`config.mk`:
```
export PLATFORM = sky130hd
export DESIGN_NAME = tdm_lb_switch
export DESIGN_NICKNAME = d
export VERILOG_FILES = /design/src/rtl/tdm_pkg.sv /design/src/rtl/tdm_slot_timer.sv /design/src/rtl/tdm_spread_stage.sv /design/src/rtl/tdm_sched_stage.sv /design/src/rtl/tdm_lb_switch.sv
export SDC_FILE = /design/constraint.sdc
export NUM_CORES = 2
export LEC_CHECK = 0
export ABC_AREA = 1
export BUFFER_PORTS_ARGS = -buffer_cell sky130_fd_sc_hd__buf_2
export CORE_MARGIN = 1.5
export CORE_UTILIZATION = 45
export CTS_CLUSTER_SIZE = 28
export DETAILED_ROUTE_END_ITERATION = 12
export HOLD_SLACK_MARGIN = 0.1
export PLACE_DENSITY = 0.73
export SYNTH_ARGS = -nofsm -noshare
export SYNTH_HDL_FRONTEND = slang
export SYNTH_SLANG_ARGS = --single-unit
```
`constraint.sdc`:
```
create_clock -name clk_i -period 5.3 [get_ports clk_i]
set_input_delay 0.795 -clock clk_i [delete_from_list [all_inputs] [get_ports clk_i]]
set_output_delay 0.795 -clock clk_i [all_outputs]
set_load 0.005 [all_outputs]
```
`src/rtl/tdm_pkg.sv`:
```
package tdm_pkg;
  localparam int unsigned PORTS_DEF  = 8;
  localparam int unsigned WORD_DEF   = 16;
  localparam int unsigned SEQ_DEF    = 8;
  localparam int unsigned SLOT_DEF   = 32;
  localparam int unsigned SCHED_DEF  = 8;

  function automatic int unsigned rot_src(int unsigned mid, int unsigned rot, int unsigned n);
    return (mid + n - (rot % n)) % n;
  endfunction
endpackage

```
`src/rtl/tdm_slot_timer.sv`:
```
module tdm_slot_timer #(
  parameter int unsigned SLOT_CYCLES = 32,
  parameter int unsigned SCHED_DEPTH = 8,
  localparam int unsigned CW = $clog2(SLOT_CYCLES),
  localparam int unsigned SW = $clog2(SCHED_DEPTH)
) (
  input  logic          clk_i,
  input  logic          rst_ni,
  output logic          first_o,
  output logic          last_o,
  output logic [SW-1:0] slot_o
);
  logic [CW-1:0] cyc_q;
  logic [SW-1:0] slot_q;

  assign first_o = (cyc_q == '0);
  assign last_o  = (cyc_q == CW'(SLOT_CYCLES - 1));
  assign slot_o  = slot_q;

  always_ff @(posedge clk_i or negedge rst_ni) begin
    if (!rst_ni) begin
      cyc_q  <= '0;
      slot_q <= '0;
    end else if (last_o) begin
      cyc_q  <= '0;
      slot_q <= (slot_q == SW'(SCHED_DEPTH - 1)) ? '0 : slot_q + 1'b1;
    end else begin
      cyc_q  <= cyc_q + 1'b1;
    end
  end


  wrap_to_zero_chk: assert property (@(posedge clk_i) disable iff (!rst_ni)
    last_o |=> first_o);

  slot_hold_chk: assert property (@(posedge clk_i) disable iff (!rst_ni)
    !first_o |-> $stable(slot_o));
endmodule

```
`src/rtl/tdm_spread_stage.sv`:
```
module tdm_spread_stage #(
  parameter int unsigned N      = 8,
  parameter int unsigned W      = 16,
  parameter int unsigned SEQ_W  = 8,
  parameter int unsigned SW     = 3,
  localparam int unsigned DW    = $clog2(N)
) (
  input  logic                     clk_i,
  input  logic                     rst_ni,
  input  logic                     first_i,
  input  logic [SW-1:0]            slot_i,
  input  logic [N-1:0][W-1:0]      in_data_i,
  input  logic [N-1:0]             in_valid_i,
  input  logic [N-1:0][DW-1:0]     in_dest_i,
  output logic [N-1:0][W-1:0]      mid_data_o,
  output logic [N-1:0]             mid_valid_o,
  output logic [N-1:0][DW-1:0]     mid_dest_o,
  output logic [N-1:0][SEQ_W-1:0]  mid_seq_o
);
  import tdm_pkg::*;

  logic [N-1:0]            vld_q, vld_e;
  logic [N-1:0][DW-1:0]    dst_q, dst_e;
  logic [N-1:0][SEQ_W-1:0] seq_q, seq_e, cur_seq;

  for (genvar i = 0; i < N; i++) begin : g_in
    logic [N-1:0][SEQ_W-1:0] cnt_q;

    always_ff @(posedge clk_i or negedge rst_ni) begin
      if (!rst_ni) cnt_q <= '0;
      else if (first_i && in_valid_i[i])
        cnt_q[in_dest_i[i]] <= cnt_q[in_dest_i[i]] + 1'b1;
    end

    assign cur_seq[i] = cnt_q[in_dest_i[i]];
  end

  always_comb begin
    for (int i = 0; i < N; i++) begin
      vld_e[i] = first_i ? in_valid_i[i] : vld_q[i];
      dst_e[i] = first_i ? in_dest_i[i]  : dst_q[i];
      seq_e[i] = first_i ? cur_seq[i]    : seq_q[i];
    end
  end

  always_ff @(posedge clk_i or negedge rst_ni) begin
    if (!rst_ni) begin
      vld_q <= '0;
      dst_q <= '0;
      seq_q <= '0;
    end else if (first_i) begin
      vld_q <= in_valid_i;
      dst_q <= in_dest_i;
      seq_q <= cur_seq;
    end
  end

  // rotation: middle m is fed by input (m - slot) mod N
  always_comb begin
    logic [DW-1:0] src;
    for (int m = 0; m < N; m++) begin
      src            = DW'(rot_src(m, int'(slot_i), N));
      mid_data_o[m]  = in_data_i[src];
      mid_valid_o[m] = vld_e[src];
      mid_dest_o[m]  = dst_e[src];
      mid_seq_o[m]   = seq_e[src];
    end
  end


  valid_count_chk: assert property (@(posedge clk_i) disable iff (!rst_ni)
    $countones(mid_valid_o) == $countones(vld_e));

  hdr_hold_chk: assert property (@(posedge clk_i) disable iff (!rst_ni)
    !first_i |-> ($stable(mid_valid_o) && $stable(mid_dest_o)));
endmodule

```
`src/rtl/tdm_sched_stage.sv`:
```
module tdm_sched_stage #(
  parameter int unsigned N      = 8,
  parameter int unsigned W      = 16,
  parameter int unsigned DEPTH  = 8,
  parameter int unsigned SW     = 3,
  localparam int unsigned DW    = $clog2(N)
) (
  input  logic                  clk_i,
  input  logic                  rst_ni,
  input  logic                  first_i,
  input  logic                  last_i,
  input  logic [SW-1:0]         slot_i,
  input  logic                  sched_we_i,
  input  logic [SW-1:0]         sched_addr_i,
  input  logic [N-1:0][DW-1:0]  sched_data_i,
  input  logic [N-1:0][W-1:0]   mid_data_i,
  input  logic [N-1:0]          mid_valid_i,
  input  logic [N-1:0][DW-1:0]  mid_dest_i,
  output logic [N-1:0][W-1:0]   out_data_o,
  output logic [N-1:0]          out_valid_o,
  output logic [N-1:0]          out_sop_o,
  output logic [N-1:0][DW-1:0]  out_dest_o
);
  logic [DEPTH-1:0][N-1:0][DW-1:0] tbl_q;
  logic [N-1:0][DW-1:0]            perm_q;
  logic [N-1:0]                    vld_q, vld_e;
  logic [N-1:0][DW-1:0]            dst_q, dst_e;
  logic [SW-1:0]                   nxt_idx;
  logic                            wr_ok;

  assign nxt_idx = (slot_i == SW'(DEPTH - 1)) ? '0 : slot_i + 1'b1;
  assign wr_ok   = sched_we_i && (int'(sched_addr_i) < DEPTH);
  assign vld_e   = first_i ? mid_valid_i : vld_q;
  assign dst_e   = first_i ? mid_dest_i  : dst_q;

  always_ff @(posedge clk_i or negedge rst_ni) begin
    if (!rst_ni) begin
      for (int e = 0; e < DEPTH; e++)
        for (int m = 0; m < N; m++)
          tbl_q[e][m] <= DW'(m);
      for (int m = 0; m < N; m++)
        perm_q[m] <= DW'(m);
      vld_q <= '0;
      dst_q <= '0;
    end else begin
      if (wr_ok) tbl_q[sched_addr_i] <= sched_data_i;
      // same-edge write to the next entry is forwarded
      if (last_i)
        perm_q <= (wr_ok && sched_addr_i == nxt_idx) ? sched_data_i : tbl_q[nxt_idx];
      if (first_i) begin
        vld_q <= mid_valid_i;
        dst_q <= mid_dest_i;
      end
    end
  end

  // descending scan: lowest middle port claiming an output wins
  always_comb begin
    out_data_o  = '0;
    out_valid_o = '0;
    out_dest_o  = '0;
    for (int o = 0; o < N; o++) begin
      for (int m = N - 1; m >= 0; m--) begin
        if (perm_q[m] == DW'(o)) begin
          out_data_o[o]  = mid_data_i[m];
          out_valid_o[o] = vld_e[m];
          out_dest_o[o]  = dst_e[m];
        end
      end
    end
  end

  assign out_sop_o = first_i ? out_valid_o : '0;


  sop_slot_chk: assert property (@(posedge clk_i) disable iff (!rst_ni)
    (|out_sop_o) |-> first_i);

  out_valid_bound_chk: assert property (@(posedge clk_i) disable iff (!rst_ni)
    $countones(out_valid_o) <= $countones(vld_e));

  perm_hold_chk: assert property (@(posedge clk_i) disable iff (!rst_ni)
    !first_i |-> $stable(perm_q));
endmodule

```
`src/rtl/tdm_lb_switch.sv`:
```
module tdm_lb_switch #(
  parameter int unsigned N_PORTS     = tdm_pkg::PORTS_DEF,
  parameter int unsigned DATA_W      = tdm_pkg::WORD_DEF,
  parameter int unsigned SEQ_W       = tdm_pkg::SEQ_DEF,
  parameter int unsigned SLOT_CYCLES = tdm_pkg::SLOT_DEF,
  parameter int unsigned SCHED_DEPTH = tdm_pkg::SCHED_DEF,
  localparam int unsigned DEST_W     = $clog2(N_PORTS),
  localparam int unsigned SLOT_W     = $clog2(SCHED_DEPTH)
) (
  input  logic                              clk_i,
  input  logic                              rst_ni,
  input  logic [N_PORTS-1:0][DATA_W-1:0]    in_data_i,
  input  logic [N_PORTS-1:0]                in_valid_i,
  input  logic [N_PORTS-1:0][DEST_W-1:0]    in_dest_i,
  output logic [N_PORTS-1:0][DATA_W-1:0]    mid_data_o,
  output logic [N_PORTS-1:0]                mid_valid_o,
  output logic [N_PORTS-1:0][DEST_W-1:0]    mid_dest_o,
  output logic [N_PORTS-1:0][SEQ_W-1:0]     mid_seq_o,
  input  logic [N_PORTS-1:0][DATA_W-1:0]    mid_data_i,
  input  logic [N_PORTS-1:0]                mid_valid_i,
  input  logic [N_PORTS-1:0][DEST_W-1:0]    mid_dest_i,
  input  logic                              sched_we_i,
  input  logic [SLOT_W-1:0]                 sched_addr_i,
  input  logic [N_PORTS-1:0][DEST_W-1:0]    sched_data_i,
  output logic [N_PORTS-1:0][DATA_W-1:0]    out_data_o,
  output logic [N_PORTS-1:0]                out_valid_o,
  output logic [N_PORTS-1:0]                out_sop_o,
  output logic [N_PORTS-1:0][DEST_W-1:0]    out_dest_o,
  output logic                              slot_first_o
);
  logic              first, last;
  logic [SLOT_W-1:0] slot;

  tdm_slot_timer #(
    .SLOT_CYCLES (SLOT_CYCLES),
    .SCHED_DEPTH (SCHED_DEPTH)
  ) u_timer (
    .clk_i   (clk_i),
    .rst_ni  (rst_ni),
    .first_o (first),
    .last_o  (last),
    .slot_o  (slot)
  );

  tdm_spread_stage #(
    .N     (N_PORTS),
    .W     (DATA_W),
    .SEQ_W (SEQ_W),
    .SW    (SLOT_W)
  ) u_spread (
    .clk_i       (clk_i),
    .rst_ni      (rst_ni),
    .first_i     (first),
    .slot_i      (slot),
    .in_data_i   (in_data_i),
    .in_valid_i  (in_valid_i),
    .in_dest_i   (in_dest_i),
    .mid_data_o  (mid_data_o),
    .mid_valid_o (mid_valid_o),
    .mid_dest_o  (mid_dest_o),
    .mid_seq_o   (mid_seq_o)
  );

  tdm_sched_stage #(
    .N     (N_PORTS),
    .W     (DATA_W),
    .DEPTH (SCHED_DEPTH),
    .SW    (SLOT_W)
  ) u_sched (
    .clk_i        (clk_i),
    .rst_ni       (rst_ni),
    .first_i      (first),
    .last_i       (last),
    .slot_i       (slot),
    .sched_we_i   (sched_we_i),
    .sched_addr_i (sched_addr_i),
    .sched_data_i (sched_data_i),
    .mid_data_i   (mid_data_i),
    .mid_valid_i  (mid_valid_i),
    .mid_dest_i   (mid_dest_i),
    .out_data_o   (out_data_o),
    .out_valid_o  (out_valid_o),
    .out_sop_o    (out_sop_o),
    .out_dest_o   (out_dest_o)
  );

  assign slot_first_o = first;
endmodule

```
Word level (Yosys, flattened, before mapping)
Cells that the tools add are included.

operators by class
  add/sub/neg operators = 18
  magnitude comparators = 27
  equality and inequality tests = 59
  muxes and demuxes = 331
  reduce and logical (&&, ||, !) cells = 27

operator list
  kind                                                                    number
  16-bit two-way mux                                                      72
  64-bit bitwise mux                                                      8
  16-bit binary-select mux with 3-bit select                              8
  8-bit binary-select mux with 3-bit select                               16
  8-bit two-way mux                                                       34
  3-bit two-way mux                                                       81
  192-bit bitwise mux                                                     1
  8-bit demux with 3-bit select                                           8
  3-bit == test (second input constant)                                   33
  24-bit two-way mux                                                      4
  1-bit two-way mux                                                       80
  24-bit binary-select mux with 3-bit select                              1
  3-bit binary-select mux with 3-bit select                               8
  24-bit demux with 3-bit select                                          1
  3-bit by 4-bit < comparator with 1-bit output (second input constant)   18
  8-bit by 1-bit adder with 8-bit output (second input constant)          8
  3-bit by 2-bit == test with 1-bit output (second input constant)        16
  3-bit by 1-bit >= comparator with 1-bit output (second input constant)  9
  1-bit binary-select mux with 3-bit select                               8
  3-bit by 1-bit == test with 1-bit output (second input constant)        8
  3-bit zero test                                                         8
  1-bit logical AND                                                       18
  3-bit subtractor (first input constant)                                 4
  1-bit by 3-bit subtractor with 3-bit output (first input constant)      2
  7 further kinds                                                         8

word-level totals
  bits in registers = 864
  input port bits = 350
  output and inout port bits = 393
  word-level logic and storage cells = 626

Logic depth before layout (Yosys ltp)
  depth in word-level cells = 11
  depth in mapped cells = 18
  depth with buffers taken out = 17

Hierarchy
From an unflattened synthesis, not the netlist that was laid out.

second synthesis, totals
  cells, all modules = 10247
  area total of the unflattened synthesis = 62596.3 um^2

by module, submodules not included
  module            instances  cells an instance  area an instance (um^2)  sequential area each (um^2)
  tdm_spread_stage  1          5858               37961.4                  15214.6
  tdm_sched_stage   1          4347               24248.3                  6341.1
  tdm_slot_timer    1          42                 386.6                    200.2

Worst setup path after synthesis
No wires, ideal clock.

  path type = reg2out
  start point = register u_timer.slot_q[0] (netlist: u_timer.slot_o[0])
  end point = output port mid_data_o[111] in the netlist's numbering
  arrival time = 2603 ps
  data required time = 4505 ps
  slack = 1902 ps
  stages on the path, launching flop included = 12
  buffers on the path = 6
  cell sequence = dfrtp_1 inv_1 clkbuf_1 buf_2 buf_1 ha_1 buf_2 inv_2 clkbuf_1 clkbuf_1 o21ai_0 o21ai_0

RTL lines
  item                      RTL line              RTL
  start: declaration        tdm_slot_timer.sv:14  logic [SW-1:0] slot_q;
  start signal: assignment  tdm_slot_timer.sv:26  slot_q <= (slot_q == SW'(SCHED_DEPTH - 1)) ? '0 : slot_q + 1'b1;
  end: declaration          tdm_lb_switch.sv:15   output logic [N_PORTS-1:0][DATA_W-1:0] mid_data_o,

==> results.txt <==
The number of clock buffers added by TritonCTS is 92. Of the total synthesized cell area, the portion taken by XOR and XNOR cells is 0.00427. The run finished with clean final reports. The number of core rows came out at 134. The number of max-slew violations in the final report came out at 0. The per-cell routed wire length came out at 26.4 µm. The number of design rule violations left after detail routing is 0.

Averaged over all synthesized cells, the footprint is 6.26 µm². The die outline area is 0.138 mm². The critical path is of the register to output pin type. The largest fanout on the critical path is 109. In the layout the commonest cells are sky130_fd_sc_hd__nand2_1, sky130_fd_sc_hd__o21ai_0, sky130_fd_sc_hd__inv_1. Max-cap violations in this run came to 0.

VDD sags by at most 0.297 mV. In this run the worst hold path is classified as primary input to async pin. In this run, synthesis produced a sequential element count of 864. Counting flops with a built-in enable in the synthesized netlist gives 0. The total nets after synthesis is 10.1k. Of the synthesized area, sequential elements account for 0.357. The share of the clock period used by the worst path came out at 0.973. The y dimension of the die is 371 µm.

The arrival time of data at the critical path endpoint came out at 4360 ps. Leaving out fill and tap cells, the most frequent cell in the layout is sky130_fd_sc_hd__nand2_1. The detailed placement HPWL is 239000 µm. After global routing, the most crowded layer is met2. After synthesis, the largest family of logic cells by area is simple AND/OR/NAND/NOR gates.

The compound-gate portion of the synthesized area was 0.198. The final setup TNS is 0 ps. Summing all flip-flop and latch instances after layout gives 0.0218 mm². The first global-routing pass estimated 452000 µm of wire. The signal on the critical path passes through inv_1, ha_1, inv_1, nor2_2, nand2_8, buf_12, o21ai_1, nand2_1, o21ai_0, o21ai_0, o21ai_0, buf_2. The H-tree was split into 3 levels. The critical path endpoint category is an output pin. The area growth from synthesis to layout is 14.2%. The most used flip-flop cell after synthesis is sky130_fd_sc_hd__dfrtp_1. The number of hold-slack violations in the final timing report is 0. The clock passes through at most 3 buffers.

The setup clock skew after layout came out at 26.1 ps. The number of antenna violations at the first check in global routing is 67. Fill cells in the final layout number 13.6k.

For this run, global-route usage on met1 was measured as 0.594. The total area inside the core boundary comes to 0.134 mm². Grouping stages by cell kind, the critical path spends the most delay in compound AO/OA/AOI/OAI gates.

The combined area of all synthesized cells is 0.0610 mm². The share of async-settable or async-resettable flops after synthesis came out at 1.00. The pre-CTS setup slack came out at 378 ps. The total area of multi-input combinational cells came out at 0.0335 mm². Counting every instance in the synthesized netlist gives 9746. Setup repair after global routing left no endpoint under its margin. For this block, the routed nets add up to 319000 µm of wire. The DRC violation total after the first TritonRoute iteration is 10.8k. The initial core utilization is 0.455. The area fraction in and, or, nand and nor cells after synthesis is 0.340. At the worst endpoint, the required time is 4510 ps. The final weighted congestion in routability-driven placement came out at 1.09. The number of antenna-violating nets in the routed design is 0. For this run, the number of Yosys warnings is 0.

After detailed routing, the number of vias per cell comes to 6.00. The worst-case setup margin in the final layout came out at 141 ps. The count of buffers from port buffering came out at 742. The upper clock frequency limit is 194 MHz.

Among the stages of the critical path, the cell type that occurs most often is sky130_fd_sc_hd__o21ai_0. Counting every sink on the clock net gives 864. The number of detailed-routing iterations run before antenna repair is 9.

The width of the die is 371 µm. The startpoint type of the worst setup path is a register. The detailed router placed 72.4k vias in this run. The max-slew headroom at the worst pin came out at 0.219. The multiplexer share of the synthesized area is 0.000821. The slew at the pin closest to its max-slew limit is 1170 ps. The pin count of the biggest net entering global routing came out at 148. The clock-pin slew on the worst setup and hold paths is 60 ps. The count of boundary I/O pins came out at 743. The number of global-route vias before repair came out at 64.8k. TritonCTS built the clock tree. The number of hold buffers added after CTS was 0. The number of nets in the layout is 10.6k. In the final layout, the share of cells above drive strength 1 is 0.141. The shortest period the worst path allows is 5160 ps.

The number of different library cells in the post-synthesis netlist is 48. Setup violations remaining at the end of the flow were counted as 0. For this run, global-route usage on met2 was measured as 0.610. CTS placed an instance of sky130_fd_sc_hd__clkbuf_16 at the clock tree root. Power spread over the standard cell area amounts to 320 mW/mm². The clock latency on the worst-skew pair is 670 ps. For this run the aggregate overflow at the end of global routing stands at 0.

Gates resized during post-CTS repair numbered 1. The slowest cell on the critical path is sky130_fd_sc_hd__o21ai_0. The global routing usage summed across all routing layers came out at 0.447. The fraction of met3 tracks used by global routing is 0.197.

The leakage power figure is 36.3 nW. The number of setup buffers added after CTS is 0. The biggest cell delay along the critical path is 850 ps. The adder-cell area share of the yosys netlist came out at 0.00308.

The buffering stage count on the worst path with inverters included came out at 4.
## logic make-up (layout without fill, tap and decap cells)
family	count (synthesis)	in the layout
mux	5	5
other cells	0	36
fa+ha+maj	15	15
simple gates	5080	5080
flops	864	864
buf+inv	1511	2040
compound gates	2249	2249
xor+xnor	22	22
## metal layers
layer,vias to the layer above,part of all wire
li1,32382,-
met1,34297,0.39
met2,4862,0.39
met3,834,0.15
met4,50,0.061
met5,-,0.0012
## flip-flops by register name, indices dropped and copies added, names as in the netlist
signal,flops
u_spread.dst_q,24
u_timer.slot_o,3
u_sched.perm_q,24
u_sched.dst_q,24
u_sched.vld_q,8
u_spread.seq_q,64
u_spread.vld_q,8
u_sched.tbl_q,192
u_spread.g_in.cnt_q,512
u_timer.cyc_q,5
## metrics by stage
step | instance area (µm²) | util | total power, mW | hold WS [ps] | std cells
3_5_place_dp | 66400 | 0.496 | 15.0 | 465 | 11877
2_1_floorplan | 61000 | - | 10.9 | 448 | 9746
3_3_place_gp | 66400 | 0.496 | 15.0 | 461 | 11877
6_report | 69600 | 0.520 | 22.3 | 103 | 12079
5_1_grt | 69600 | 0.520 | 22.9 | 163 | 12069
4_1_cts | 69500 | 0.519 | 21.7 | 139 | 12043
## power breakdown
group	leakage (nW)	switching (mW)	total (mW)	internal [mW]
clock	1.52	2.84	6.68	3.85
sequential	11.2	0.234	7.33	7.10
combinational	23.5	6.16	8.30	2.14
## final timing paths
kind	from	endpoint	slack [ps]	cells after the start
setup / recovery	u_timer.cyc_q[0]$_DFF_PN0_	mid_dest_o[2]	140	12
hold / removal	rst_ni	u_spread.g_in[0].cnt_q[58]$_DFFE_PN0P_	100	1
setup reg to reg	u_timer.slot_o[0]$_DFFE_PN0P_	u_sched.perm_q[15]$_DFFE_PN1P_	1350	11
hold reg to reg	u_spread.g_in[2].cnt_q[61]$_DFFE_PN0P_	u_spread.g_in[2].cnt_q[61]$_DFFE_PN0P_	480	2
max in group asynchronous	rst_ni	u_timer.slot_o[0]$_DFFE_PN0P_	3810	2
min in group clk_i	sched_data_i[21]	u_sched.tbl_q[189]$_DFFE_PN1P_	370	3
## area by class of cell
| cell class | count | area share |
|---|---|---|
| Sequential cell | 864 | 0.313 |
| Inverter | 924 | 0.0501 |
| Antenna cell | 36 | 0.00129 |
| Multi-Input combinational cell | 7371 | 0.481 |
| Clock inverter | 39 | 0.00683 |
| Timing Repair Buffer | 950 | 0.0786 |
| Tap cell | 1768 | 0.0318 |
| Clock buffer | 127 | 0.0374 |
## cells in the mapped netlist, types with 2 or more instances
library cell               count  area (µm²)
sky130_fd_sc_hd__a21oi_1     521        2610
sky130_fd_sc_hd__a22oi_1      28         210
sky130_fd_sc_hd__a31oi_1      12        75.1
sky130_fd_sc_hd__and2_1       34         213
sky130_fd_sc_hd__buf_1        71         267
sky130_fd_sc_hd__buf_2        97         485
sky130_fd_sc_hd__buf_4        21         158
sky130_fd_sc_hd__buf_6         8        90.1
sky130_fd_sc_hd__clkbuf_1    386        1450
sky130_fd_sc_hd__clkbuf_2      4        20.0
sky130_fd_sc_hd__clkinv_1     13        48.8
sky130_fd_sc_hd__dfrtp_1     756       18900
sky130_fd_sc_hd__dfstp_2     108        2840
sky130_fd_sc_hd__ha_1         15         188
sky130_fd_sc_hd__inv_1       865        3250
sky130_fd_sc_hd__inv_2        44         165
sky130_fd_sc_hd__mux2i_1       5        50.1
sky130_fd_sc_hd__nand2_1    3784       14200
sky130_fd_sc_hd__nand2_2      21         131
sky130_fd_sc_hd__nand2_4       4        45.0
sky130_fd_sc_hd__nand3_1     781        3910
sky130_fd_sc_hd__nand3_2      24         240
sky130_fd_sc_hd__nand4_1       5        31.3
sky130_fd_sc_hd__nor2_1      325        1220
sky130_fd_sc_hd__nor2_2        8        50.1
sky130_fd_sc_hd__nor2_4        4        45.0
sky130_fd_sc_hd__nor3_1       19        95.1
sky130_fd_sc_hd__nor3_2       14         140
sky130_fd_sc_hd__nor3_4        4        65.1
sky130_fd_sc_hd__o211ai_1     38         285
sky130_fd_sc_hd__o21a_1       10        75.1
sky130_fd_sc_hd__o21ai_0    1345        6730
sky130_fd_sc_hd__o21ai_1      79         395
sky130_fd_sc_hd__o21ai_2      13         114
sky130_fd_sc_hd__o21bai_1     36         270
sky130_fd_sc_hd__o21bai_2      2        22.5
sky130_fd_sc_hd__o221ai_1     96         841
sky130_fd_sc_hd__o22ai_1      68         425
sky130_fd_sc_hd__or2_2        51         319
sky130_fd_sc_hd__xnor2_1       8        70.1
sky130_fd_sc_hd__xor2_1        5        43.8
sky130_fd_sc_hd__xor2_2        8         130
Note: power is estimated with default switching activity, not from simulation.
